File: src/rtl/dcd_pkg.sv
package dcd_pkg;
  typedef enum logic [1:0] {
    ST_IDLE = 2'd0,
    ST_ROW  = 2'd1,
    ST_CBR  = 2'd2
  } dcd_state_e;

  localparam int unsigned DQ_W = 4;
endpackage

File: src/rtl/dcd_refresh_ctr.sv
module dcd_refresh_ctr #(
  parameter int unsigned ROW_W = 10
) (
  input  logic             clk,
  input  logic             rst_n,
  input  logic             inc,
  output logic [ROW_W-1:0] count
);
  localparam logic [ROW_W-1:0] ONE = {{(ROW_W-1){1'b0}}, 1'b1};

  always_ff @(posedge clk or negedge rst_n) begin
    if (!rst_n) count <= '0;
    else if (inc) count <= count + ONE;
  end

  assert_ctr_step_R6: assert property (@(posedge clk) disable iff (!rst_n)
    inc |=> count == $past(count) + ONE);

  assert_ctr_hold_R7: assert property (@(posedge clk) disable iff (!rst_n)
    !inc |=> $stable(count));
endmodule

File: src/rtl/dcd_strobe_fsm.sv
module dcd_strobe_fsm
  import dcd_pkg::*;
#(
  parameter int unsigned ADDR_W = 10,
  parameter int unsigned ROW_W  = 10,
  parameter int unsigned COL_W  = 4
) (
  input  logic              clk,
  input  logic              rst_n,
  input  logic              ras_n,
  input  logic              cas_n,
  input  logic              we_n,
  input  logic [ADDR_W-1:0] addr,
  input  logic [ROW_W-1:0]  ctr_val,
  output logic              ctr_inc,
  output logic              wr_en,
  output logic              rd_act,
  output logic              test_mode,
  output logic              ref_valid,
  output logic [ROW_W-1:0]  ref_row,
  output logic [ROW_W-1:0]  row_q,
  output logic [COL_W-1:0]  col_q
);
  dcd_state_e state;
  logic ras_q, cas_q, cas_seen;
  logic ras_fall, cas_fall;

  assign ras_fall = ras_q & ~ras_n;
  assign cas_fall = cas_q & ~cas_n;
  assign ctr_inc  = (state == ST_IDLE) & ras_fall & ~cas_n;
  assign wr_en    = (state == ST_ROW) & ~ras_n & cas_fall & ~we_n;

  always_ff @(posedge clk or negedge rst_n) begin
    if (!rst_n) begin
      state     <= ST_IDLE;
      ras_q     <= 1'b1;
      cas_q     <= 1'b1;
      cas_seen  <= 1'b0;
      rd_act    <= 1'b0;
      test_mode <= 1'b0;
      ref_valid <= 1'b0;
      ref_row   <= '0;
      row_q     <= '0;
      col_q     <= '0;
    end else begin
      ras_q     <= ras_n;
      cas_q     <= cas_n;
      ref_valid <= 1'b0;
      case (state)
        ST_IDLE: begin
          if (ras_fall) begin
            if (!cas_n) begin
              state     <= ST_CBR;
              ref_valid <= 1'b1;
              ref_row   <= ctr_val;
              test_mode <= ~we_n;
            end else begin
              state    <= ST_ROW;
              row_q    <= addr[ROW_W-1:0];
              cas_seen <= 1'b0;
            end
          end
        end
        ST_ROW: begin
          if (ras_n) begin
            state  <= ST_IDLE;
            rd_act <= 1'b0;
            if (!cas_seen) begin
              ref_valid <= 1'b1;
              ref_row   <= row_q;
              test_mode <= 1'b0;
            end
          end else if (cas_fall) begin
            col_q    <= addr[COL_W-1:0];
            cas_seen <= 1'b1;
            rd_act   <= we_n;
          end
        end
        ST_CBR: begin
          if (ras_n) state <= ST_IDLE;
        end
        default: state <= ST_IDLE;
      endcase
    end
  end

  assert_ref_single_R5: assert property (@(posedge clk) disable iff (!rst_n)
    ref_valid |=> !ref_valid);

  assert_early_write_quiet_R3: assert property (@(posedge clk) disable iff (!rst_n)
    wr_en |=> !rd_act);

  assert_test_entry_refresh_R8: assert property (@(posedge clk) disable iff (!rst_n)
    $rose(test_mode) |-> ref_valid);

  assert_test_exit_refresh_R9: assert property (@(posedge clk) disable iff (!rst_n)
    $fell(test_mode) |-> ref_valid);
endmodule

File: src/rtl/dcd_array.sv
module dcd_array
  import dcd_pkg::*;
#(
  parameter int unsigned ARR_ROW_W = 2,
  parameter int unsigned COL_W     = 4
) (
  input  logic                 clk,
  input  logic                 wr_en,
  input  logic                 test,
  input  logic [ARR_ROW_W-1:0] row,
  input  logic [COL_W-1:0]     wr_col,
  input  logic [COL_W-1:0]     rd_col,
  input  logic [DQ_W-1:0]      wdata,
  output logic [DQ_W-1:0]      rdata
);
  localparam int unsigned IDX_W = ARR_ROW_W + COL_W - 1;
  localparam int unsigned DEPTH = 1 << IDX_W;

  logic [IDX_W-1:0] wr_idx, rd_idx;
  logic [DQ_W-1:0]  half_rd [2];

  assign wr_idx = {row, wr_col[COL_W-2:0]};
  assign rd_idx = {row, rd_col[COL_W-2:0]};

  for (genvar h = 0; h < 2; h++) begin : g_half
    logic [DQ_W-1:0] cells [DEPTH];
    always_ff @(posedge clk) begin
      if (wr_en && (test || (wr_col[COL_W-1] == 1'(h))))
        cells[wr_idx] <= wdata;
    end
    assign half_rd[h] = cells[rd_idx];
  end

  always_comb begin
    if (test) rdata = ~(half_rd[0] ^ half_rd[1]);
    else      rdata = rd_col[COL_W-1] ? half_rd[1] : half_rd[0];
  end
endmodule

File: src/rtl/dram_cycle_ctl.sv
module dram_cycle_ctl
  import dcd_pkg::*;
#(
  parameter int unsigned ADDR_W    = 10,
  parameter int unsigned ROW_W     = 10,
  parameter int unsigned COL_W     = 4,
  parameter int unsigned ARR_ROW_W = 2
) (
  input  logic              clk,
  input  logic              rst_n,
  input  logic              ras_n,
  input  logic              cas_n,
  input  logic              we_n,
  input  logic              oe_n,
  input  logic [ADDR_W-1:0] addr,
  input  logic [3:0]        dq_in,
  output logic [3:0]        dq_out,
  output logic              dq_oe,
  output logic              test_mode,
  output logic              ref_valid,
  output logic [ROW_W-1:0]  ref_row
);
  logic             ctr_inc, wr_en, rd_act;
  logic [ROW_W-1:0] ctr_val, row_q;
  logic [COL_W-1:0] col_q;
  logic [DQ_W-1:0]  rdata;

  dcd_refresh_ctr #(.ROW_W(ROW_W)) u_ctr (
    .clk(clk), .rst_n(rst_n), .inc(ctr_inc), .count(ctr_val)
  );

  dcd_strobe_fsm #(.ADDR_W(ADDR_W), .ROW_W(ROW_W), .COL_W(COL_W)) u_fsm (
    .clk(clk), .rst_n(rst_n), .ras_n(ras_n), .cas_n(cas_n), .we_n(we_n),
    .addr(addr), .ctr_val(ctr_val), .ctr_inc(ctr_inc), .wr_en(wr_en),
    .rd_act(rd_act), .test_mode(test_mode), .ref_valid(ref_valid),
    .ref_row(ref_row), .row_q(row_q), .col_q(col_q)
  );

  dcd_array #(.ARR_ROW_W(ARR_ROW_W), .COL_W(COL_W)) u_arr (
    .clk(clk), .wr_en(wr_en), .test(test_mode), .row(row_q[ARR_ROW_W-1:0]),
    .wr_col(addr[COL_W-1:0]), .rd_col(col_q), .wdata(dq_in), .rdata(rdata)
  );

  assign dq_oe  = rd_act & ~ras_n & ~cas_n & ~oe_n;
  assign dq_out = dq_oe ? rdata : '0;

  assert_no_drive_on_write_R3: assert property (@(posedge clk) disable iff (!rst_n)
    wr_en |=> !dq_oe);
endmodule

File: config.mk
export PLATFORM = sky130hd
export DESIGN_NAME = dram_cycle_ctl
export DESIGN_NICKNAME = d
export VERILOG_FILES = /design/src/rtl/dcd_pkg.sv /design/src/rtl/dcd_refresh_ctr.sv /design/src/rtl/dcd_strobe_fsm.sv /design/src/rtl/dcd_array.sv /design/src/rtl/dram_cycle_ctl.sv
export SDC_FILE = /design/constraint.sdc
export NUM_CORES = 1
export LEC_CHECK = 0
export BUFFER_PORTS_ARGS = -buffer_cell sky130_fd_sc_hd__buf_4
export CORE_MARGIN = 3
export CORE_UTILIZATION = 66
export CTS_CLUSTER_SIZE = 8
export DETAILED_ROUTE_END_ITERATION = 12
export GPL_TIMING_DRIVEN = 1
export PLACE_DENSITY = 0.84
export SETUP_SLACK_MARGIN = 0.4
export SKIP_CTS_REPAIR_TIMING = 1
export SYNTH_ARGS = -nofsm -noshare
export SYNTH_HDL_FRONTEND = slang
export SYNTH_SLANG_ARGS = --single-unit
File: constraint.sdc
create_clock -name clk -period 6.1 [get_ports clk]
set_input_delay 0.61 -clock clk [delete_from_list [all_inputs] [get_ports clk]]
set_output_delay 0.61 -clock clk [all_outputs]
set_load 0.03 [all_outputs]
==> flow_summary.json, run 1 <==
{
  "status": "completed",
  "rsz0062_at_grt": "false",
  "syn_nets": 732,
  "hold_class": "input pin to async pin",
  "synth_cell_types": 52,
  "switching_share_pct": 29.44,
  "finalCriticalPeriod_ns": 4.426,
  "syn2layout_area_growth_pct": 12.14,
  "hold_viol": 0,
  "multiInputGateArea_mm2": 0.003129,
  "cp-end-kind": "primary output",
  "synth_simple_gate_area_share_pct": 6.087,
  "async_flop_share_pct": 14.09,
  "grt_antenna_before_repair": 0,
  "place.gp.congestion": 0.8314,
  "synth.most_common_cell": "edfxtp_1",
  "synth-compound-area-share_pct": 4.072,
  "p_leak_nw": 4.584,
  "internal_power_mw": 4.207,
  "cts-root-buf": "clkbuf_16",
  "synthAdderAreaFrac_pct": 0.3085,
  "route.detailed.drc": 0,
  "die_area_mm2": 0.02010,
  "ys_seq_area_share_pct": 71.84,
  "routed_wl_um": 26370,
  "port_buffers": 36,
  "seqPwrFrac_pct": 42.2,
  "critPathMaxFanout": 36,
  "grt_pass1_wl_um": 40580,
  "worstSetupStartpoint": "u_fsm.col_q[0]$_DFFE_PN0N_",
  "setup_ws_ns": 1.674,
  "crit_chain": "buf_4 -> mux4_1 -> a22o_1 -> nor2_1 -> o221ai_1 -> xor2_1 -> nor2_1 -> buf_4",
  "ys_ff_latch": 298,
  "comb_power_share_pct": 23.2,
  "fillers": 943,
  "r2r-start": "u_fsm.state[1]$_DFFE_PN0P_",
  "start_util_pct": 67.51,
  "cts-htree-levels": 2,
  "rows": 49,
  "yosys.area_share.xor_xnor_pct": 0.9357,
  "ant_nets": 0,
  "clk_path_buf_depth": 3,
  "overflow": 0,
  "vdd_drop_max_mv": 0.3757,
  "ios": 37,
  "p_clk_share_pct": 34.6,
  "synth_top_family_by_area": "multiplexers",
  "syn_area_per_cell_um2": 17.16,
  "place_ws_ns": 2.374,
  "criticalPathCategory": "register to primary output",
  "synth_cells": 709,
  "ff_latch_area_mm2": 0.008746,
  "maxCapViolations": 0,
  "die_w_um": 141.8,
  "grt_max_degree": 65,
  "ff2ff_setup_slack_ns": 2.60,
  "via_per_inst": 6.880,
  "core_area_mm2": 0.01802,
  "diodes": 0,
  "insertion_delay_ns": 0.52,
  "tightest_slew_ns": 0.9023,
  "max_clock_freq_ghz": 0.2259,
  "ys.flop_type": "edfxtp_1",
  "grt_util_all_layers_pct": 27.09,
  "start_kind": "register",
  "power_density_mw_per_mm2": 436.9,
  "setup_tns_ns": 0,
  "skew_ns": 0.01771,
  "synth_top_cell_by_area": "edfxtp_1",
  "final_cells": 990,
  "drive_gt1_share_pct": 19.05,
  "wl_per_cell_um": 26.63,
  "max_stage_delay_ns": 0.70,
  "synth_area_mm2": 0.01217,
  "yosys_warnings": 0,
  "drt_iter0_markers": 948,
  "clock-sinks": 298,
  "synth_top_area_share_pct": 63.18,
  "die_h_um": 141.8,
  "cts_tree": "built",
  "fin_nets": 777,
  "setup_viol": 0,
  "vias": 6811,
  "synthTopCellsByArea": "edfxtp_1, dfrtp_1, mux4_2",
  "dp_hpwl_um": 15200,
  "first_pass_iters": 6,
  "required_ns": 5.49,
  "drv_slew": 0,
  "fin_crit_sh_pct": 72.56,
  "synthMuxAreaShare_pct": 14.31,
  "clkSlewWorstSetupHoldPaths_ns": 0.05,
  "switchingPower_mw": 1.755,
  "cp_slowest_cell": "dfrtp_2",
  "synth-edff-count": 256,
  "max-slew-margin-rel_pct": 39.85,
  "dp_cells": 938,
  "arrival_ns": 3.82,
  "cts_buffers": 43,
  "synthTopCellsByCount": "edfxtp_1, nor2_1, mux2i_1",
  "grt_pass1_vias": 6896
}
==> sequential cells by signal, summed over array words and instances (netlist names) <==
signal / cells
u_arr.g_half.cells: 256
u_ctr.count: 10
u_fsm.ref_row: 10
u_fsm.row_q: 10
u_fsm.col_q: 4
u_fsm.state: 2
u_fsm.cas_q: 1
u_fsm.cas_seen: 1
u_fsm.ras_q: 1
u_fsm.rd_act: 1
u_fsm.ref_valid: 1
u_fsm.test_mode: 1
==> worst max-delay path: cells and delay by family (launching register included) <==
| family | cells | cell delay, ns |
|---|---|---|
| buf+inv | 2 | 0.81 |
| compound gates | 2 | 0.48 |
| simple gates | 2 | 0.21 |
| flops | 1 | 0.70 |
| xor+xnor | 1 | 0.36 |
| mux | 1 | 0.67 |
==> layout make-up <==
type	instances	share of cell area [%]
clock inverter	1	0.06418
timing repair buffer	40	2.201
inverter	7	0.1926
sequential	298	64.09
multi-input combinational	364	22.93
clock buffer	51	8.417
tap	229	2.100
==> path summary, 6_finish.rpt <==
path                       cells after the start                                     end
min reg2reg                                    1              u_ctr.count[9]$_DFFE_PN0P_
min in group clk                               1                   u_fsm.cas_q$_DFF_PN1_
max in group asynchronous                      1              u_fsm.col_q[1]$_DFFE_PN0N_
max                                            8                               dq_out[3]
min                                            1            u_fsm.ref_row[7]$_DFFE_PN0P_
max reg2reg                                    7  u_arr.g_half[1].cells[21][1]$_DFFE_PP_
==> layer usage <==
metal  share of wire [%]  up-vias  GRT usage, %
met5                   0        -             0
met2                  49      496         41.94
met3                  12       64         7.887
li1                    -     2839             -
met4                 2.7        0         9.899
met1                  37     3412         37.53
==> power groups by stage <==
stage                     clock network, mW  logic (mW)  registers (mW)
final                                  2.07        1.38            2.51
after CTS                              2.08        1.37            2.51
after global placement                    0        1.28            2.52
after global routing                   2.17        1.46            2.53
after detailed placement                  0        1.32            2.54
after floorplan                           0        1.03            2.48
==> cell families (layout without fill, tap and decap cells) <==
family | after synthesis | in the layout
muxes | 110 | 110
buffers and inverters | 47 | 99
adders and majority gates | 3 | 3
DFF | 298 | 298
and+or+nand+nor | 169 | 169
AOI/OAI and AO/OA | 69 | 69
xor gates and xnor gates | 13 | 13
==> layout by cell type (no fill, tap or decap), types with 11 or more instances in the layout <==
| cell | count |
|---|---|
| a22o_1 | 16 |
| nand3_1 | 19 |
| dfrtp_1 | 38 |
| clkbuf_16 | 45 |
| nand2_1 | 41 |
| edfxtp_1 | 256 |
| o21ai_0 | 11 |
| mux2i_1 | 51 |
| nor2_1 | 80 |
| mux2_2 | 11 |
| buf_4 | 40 |
| mux4_2 | 41 |
==> through the flow <==
stage	power (mW)	hold slack, ns	area (um2)	util (%)
after global routing	6.165	0.09484	13650	75.70
after floorplan	3.515	0.3144	12170	-
after detailed placement	3.861	0.4699	12490	69.28
after CTS	5.956	0.07872	13650	75.70
final	5.962	0.06923	13650	75.70
after global placement	3.800	0.4630	12490	69.28
(Power assumes the default switching activity.)
==> run 2: changes to the inputs <==
ABC_AREA = 1   (was not set)
CORE_UTILIZATION = 62   (was 66)
PLACE_DENSITY = 0.79   (was 0.84)
clock period = 4.28 ns   (was 6.1 ns; I/O delays follow)
==> flow_summary.json, run 2 <==
{
  "vias": 9124,
  "cts_tree": "built",
  "cts-root-buf": "clkbuf_16",
  "syn_area_per_cell_um2": 10.24,
  "fin_crit_sh_pct": 84.61,
  "hold_viol": 0,
  "layout_common_cells": "nand2_1, edfxtp_1, nor2_1",
  "max_clock_freq_ghz": 0.2761,
  "async_flop_share_pct": 14.09,
  "regMostFlops": "u_arr.g_half.cells",
  "finalCriticalPeriod_ns": 3.621,
  "crit_path_end": "dq_out[3]",
  "first_pass_iters": 5,
  "wl_per_cell_um": 19.25,
  "grt_util_all_layers_pct": 27.25,
  "dp_cells": 1514,
  "clkSlewWorstSetupHoldPaths_ns": 0.05,
  "rsz0062_at_grt": "false",
  "dp_hpwl_um": 17290,
  "port_buffers": 36,
  "p_leak_nw": 5.671,
  "cts-htree-levels": 2,
  "clk_path_buf_depth": 3,
  "cp-end-kind": "primary output",
  "overflow": 0,
  "ys_seq_area_share_pct": 67.76,
  "max-slew-margin-rel_pct": 21.38,
  "tightest_slew_ns": 1.175,
  "syn_nets": 1283,
  "synth_top_cell_by_area": "edfxtp_1",
  "multiInputGateArea_mm2": 0.003472,
  "final_cells": 1573,
  "ff2ff_setup_slack_ns": 1.17,
  "core_area_mm2": 0.02036,
  "synth.most_common_cell": "nand2_1",
  "synthTopCellsByCount": "nand2_1, edfxtp_1, nor2_1",
  "r2r_cells": 7,
  "worstSetupStartpoint": "u_fsm.col_q[0]$_DFFE_PN0N_",
  "hold_class": "input pin to register",
  "syn2layout_area_growth_pct": 12.14,
  "critPathMaxFanout": 81,
  "power_density_mw_per_mm2": 646.9,
  "vdd_drop_max_mv": 0.4930,
  "setup_viol": 0,
  "whs_path_depth": 1,
  "synth_area_mm2": 0.01290,
  "ys_ff_latch": 298,
  "status": "completed",
  "timing.rr.end": "u_arr.g_half[0].cells[23][0]$_DFFE_PP_",
  "r2r-start": "u_fsm.state[1]$_DFFE_PN0P_",
  "drv_slew": 0,
  "drt_iter0_markers": 1150,
  "fillers": 1414,
  "ys.flop_type": "edfxtp_1",
  "synthTopCellsByArea": "edfxtp_1, nand2_1, dfrtp_1",
  "start_util_pct": 63.34,
  "synth_top_area_share_pct": 59.59,
  "clock-sinks": 298,
  "rows": 52,
  "place.gp.congestion": 0.8531,
  "yosys_warnings": 0,
  "grt_pass1_vias": 8843,
  "grt_antenna_before_repair": 0,
  "die_h_um": 150.2,
  "largest_reg_flops": 256,
  "skew_ns": 0.01332,
  "route.detailed.drc": 0,
  "synth-edff-count": 256,
  "utilization_pct": 71.04,
  "setup_tns_ns": 0,
  "criticalPathCategory": "register to primary output",
  "drive_gt1_share_pct": 9.133,
  "die_area_mm2": 0.02257,
  "diodes": 0,
  "ant_nets": 0,
  "fin_nets": 1314,
  "ios": 37,
  "ff_latch_area_mm2": 0.008746,
  "via_per_inst": 5.800,
  "die_w_um": 150.2,
  "start_kind": "register",
  "cts_buffers": 43,
  "arrival_ns": 3.19,
  "grt_pass1_wl_um": 47270,
  "synth_cells": 1260,
  "grt_max_degree": 82,
  "maxCapViolations": 0,
  "routed_wl_um": 30280,
  "synth_cell_types": 32,
  "required_ns": 3.85,
  "layout.cells.most_common": "nand2_1",
  "insertion_delay_ns": 0.52
}
run 2: changes by cell type in the layout (fill, tap and decap cells not counted), sizes merged, moves of 48 or more:
cell and delta:
inv +81, nor2 +134, nand2 +326, nand3 +108, mux2i -51, mux4 -48
run 2: per-layer routing:
metal	GRT usage [%]	share of wire, %
met1	37.38	39
met2	44.49	48
met3	5.358	9.1
met4	8.966	3.2
met5	0	0
run 2: power by group:
group	leakage, nW	internal [mW]	switching [mW]	total [mW]
logic	2.29	0.877	2.00	2.88
registers	2.81	3.33	0.177	3.50
clock network	0.570	1.84	1.14	2.98
run 2: final cells by class:
| class | count | share of cell area, % |
|---|---|---|
| flip-flops and latches | 298 | 60.46 |
| multi-input cells | 810 | 24.00 |
| clock buffers | 54 | 7.871 |
| repair buffers | 48 | 2.733 |
| inverters | 90 | 2.370 |
| well taps | 270 | 2.335 |
| clock inverters | 3 | 0.2335 |
run 2: logic make-up (layout without fill, tap and decap cells):
logic type | count (synthesis) | count (layout) | share of synthesized area, %
flip-flops | 298 | 298 | 67.76
multiplexers | 7 | 7 | 0.6111
AND/OR/NAND/NOR | 713 | 713 | 22.10
XOR/XNOR | 9 | 9 | 0.6110
adder cells (fa/ha/maj) | 3 | 3 | 0.2910
AO/OA/AOI/OAI | 78 | 78 | 3.239
buffers and inverters | 152 | 195 | 5.383
run 2: worst min-delay path by stage:
| stage | start | end | slack [ns] |
|---|---|---|---|
| 6_report | ras_n | u_fsm.ras_q$_DFF_PN1_ | 0.04 |
| 5_1_grt | ras_n | u_fsm.ras_q$_DFF_PN1_ | 0.02 |
| 4_1_cts | rst_n | u_fsm.row_q[9]$_DFFE_PN0P_ | -0.12 |
| 3_5_place_dp | rst_n | u_fsm.row_q[7]$_DFFE_PN0P_ | 0.44 |
| 3_3_place_gp | rst_n | u_fsm.row_q[7]$_DFFE_PN0P_ | 0.44 |
| 2_1_floorplan | rst_n | u_ctr.count[0]$_DFFE_PN0P_ | 0.13 |
run 2: metrics by stage:
step / total power, mW / hold WS, ns / setup WS (ns) / area (um2)
floorplan: 5.610 / 0.1324 / 1.933 / 12900
global placement: 6.250 / 0.4390 / 1.206 / 13250
detailed placement: 6.317 / 0.4389 / 1.152 / 13250
CTS: 9.307 / -0.1155 / 0.5007 / 14430
global route: 9.848 / 0.02375 / 0.4054 / 14470
finish: 9.359 / 0.04164 / 0.6585 / 14470
run 2: worst max-delay path: stages (launching register included):
cell and delay (ns):
dfrtp_4 0.64, inv_6 0.33, buf_12 0.33, nand2_1 0.17, nand2_1 0.13, nand2_1 0.10, nand3_1 0.14, nand2_1 0.05
nor2_1 0.11, nor2_1 0.08, nand2_1 0.08, nor2_1 0.04, nor2_1 0.20, buf_4 0.20
==> run 3: changes to the inputs <==
ABC_AREA = 0   (was 1)
CORE_UTILIZATION = 56   (was 62)
PLACE_DENSITY = 0.76   (was 0.79)
clock period = 3.3 ns   (was 4.28 ns; I/O delays follow)
==> flow_summary.json, run 3 (synthesis gave the netlist of run 1 again) <==
{
  "status": "completed",
  "die_w_um": 153.4,
  "place.gp.congestion": 0.8871,
  "p_leak_nw": 4.761,
  "hold_class": "input pin to register",
  "skew_ns": 0.01198,
  "overflow": 0,
  "p_clk_share_pct": 32.9,
  "finalCriticalPeriod_ns": 3.147,
  "ff_latch_area_mm2": 0.008748,
  "fin_crit_sh_pct": 95.35,
  "setup_tns_ns": 0,
  "multiInputGateArea_mm2": 0.003263,
  "ios": 37,
  "ff2ff_setup_slack_ns": 0.57,
  "grt_util_all_layers_pct": 21.59,
  "fillers": 1313,
  "drt_iter0_markers": 704,
  "critPathMaxFanout": 8,
  "timing.rr.end": "u_arr.g_half[0].cells[21][1]$_DFFE_PP_",
  "fin_nets": 801,
  "crit_chain": "buf_12 -> clkbuf_16 -> mux4_2 -> a22o_1 -> nor2_2 -> o221ai_1 -> xor2_1 -> nor2_1 -> buf_4",
  "die_area_mm2": 0.02353,
  "r2r_cells": 6,
  "tightest_slew_ns": 0.6958,
  "wl_per_cell_um": 24.96,
  "min_from": "addr[4]",
  "comb_power_share_pct": 27.5,
  "start_util_pct": 57.52,
  "cts-root-buf": "clkbuf_16",
  "design_area_mm2": 0.01416,
  "regMostFlops": "u_arr.g_half.cells",
  "whs_path_depth": 2,
  "largest_reg_flops": 256,
  "hold_viol": 0,
  "dp_cells": 991,
  "cp-end-kind": "primary output",
  "die_h_um": 153.4,
  "clk_path_buf_depth": 3,
  "routed_wl_um": 26480,
  "grt_pass1_wl_um": 39230,
  "port_buffers": 36,
  "r2r-start": "u_fsm.cas_q$_DFF_PN1_",
  "vias": 6794,
  "drv_slew": 0,
  "layout.cells.most_common": "edfxtp_1",
  "clock-sinks": 298,
  "rsz0062_at_grt": "true",
  "power_density_mw_per_mm2": 808.7,
  "syn2layout_area_growth_pct": 16.36,
  "cp_slowest_cell": "mux4_2",
  "cts-htree-levels": 2,
  "utilization_pct": 66.93,
  "criticalPathCategory": "register to primary output",
  "internal_power_mw": 8.049,
  "whs_ns": 0.04309,
  "ant_nets": 0,
  "clkSlewWorstSetupHoldPaths_ns": 0.05,
  "switching_share_pct": 29.70,
  "arrival_ns": 2.82,
  "via_per_inst": 6.403,
  "start_kind": "register",
  "max_clock_freq_ghz": 0.3178,
  "grt_antenna_before_repair": 0,
  "switchingPower_mw": 3.401,
  "seqPwrFrac_pct": 39.7,
  "core_area_mm2": 0.02115,
  "dp_hpwl_um": 15300,
  "required_ns": 2.97,
  "final_cells": 1061,
  "grt_pass1_vias": 6903,
  "grt_max_degree": 65,
  "insertion_delay_ns": 0.52,
  "cts_tree": "built",
  "diodes": 0,
  "rows": 53,
  "postPlaceCellArea_mm2": 0.01264,
  "max-slew-margin-rel_pct": 53.61,
  "route.detailed.drc": 0,
  "max_stage_delay_ns": 0.50,
  "cts_buffers": 43,
  "holdPathEnd": "u_fsm.row_q[4]$_DFFE_PN0P_",
  "maxCapViolations": 0,
  "drive_gt1_share_pct": 24.55,
  "first_pass_iters": 6,
  "setup_viol": 0,
  "vdd_drop_max_mv": 0.3865,
  "layout_common_cells": "edfxtp_1, nor2_1, mux2i_1"
}
-- run 3: layout make-up --
cell class / count / share of cell area, %
well taps: 275 / 2.430
inverters: 7 / 0.1856
flip-flops and latches: 298 / 61.79
clock inverters: 4 / 0.2474
repair buffers: 64 / 4.542
clock buffers: 49 / 7.759
multi-input cells: 364 / 23.05
-- run 3: per-layer routing --
layer	global-route usage (%)	wire, um
met3	5.153	2310
met4	8.158	753
met2	34.14	12960
met1	29.72	10450
met5	0	0
-- run 3: metrics by stage --
step / total power [mW] / setup WS (ns)
after floorplan: 6.498 / 0.8350
after global placement: 7.129 / 0.6586
after detailed placement: 7.204 / 0.6144
after CTS: 10.97 / 0.04825
after global routing: 11.88 / 0.06288
final: 11.45 / 0.1533
-- run 3: worst max-delay path, delay by kind of cell, from the launching register on --
family | cells | cell delay, ns
compound gates | 2 | 0.42
simple gates | 2 | 0.19
mux | 1 | 0.50
flops | 1 | 0.37
buf+inv | 3 | 0.50
xor+xnor | 1 | 0.30
-- run 3: how the worst max path moves through the flow --
| stage | from | to | cells after the start | slack, ns |
|---|---|---|---|---|
| 2_1_floorplan | u_fsm.col_q[0]$_DFFE_PN0N_ | dq_out[2] | 7 | 0.83 |
| 3_3_place_gp | u_fsm.col_q[0]$_DFFE_PN0N_ | dq_out[1] | 8 | 0.66 |
| 3_5_place_dp | u_fsm.col_q[0]$_DFFE_PN0N_ | dq_out[1] | 8 | 0.61 |
| 4_1_cts | u_fsm.col_q[0]$_DFFE_PN0N_ | dq_out[1] | 8 | 0.05 |
| 5_1_grt | u_fsm.col_q[0]$_DFFE_PN0N_ | dq_out[0] | 9 | 0.06 |
| 6_report | u_fsm.col_q[0]$_DFFE_PN0N_ | dq_out[1] | 9 | 0.15 |
-- run 3: power by group through the flow --
stage,sequential [mW],clock [mW],combinational [mW]
global placement,4.58,0,2.55
CTS,4.53,3.80,2.64
finish,4.54,3.76,3.14
global route,4.57,3.98,3.33
detailed placement,4.59,0,2.61
floorplan,4.59,0,1.91
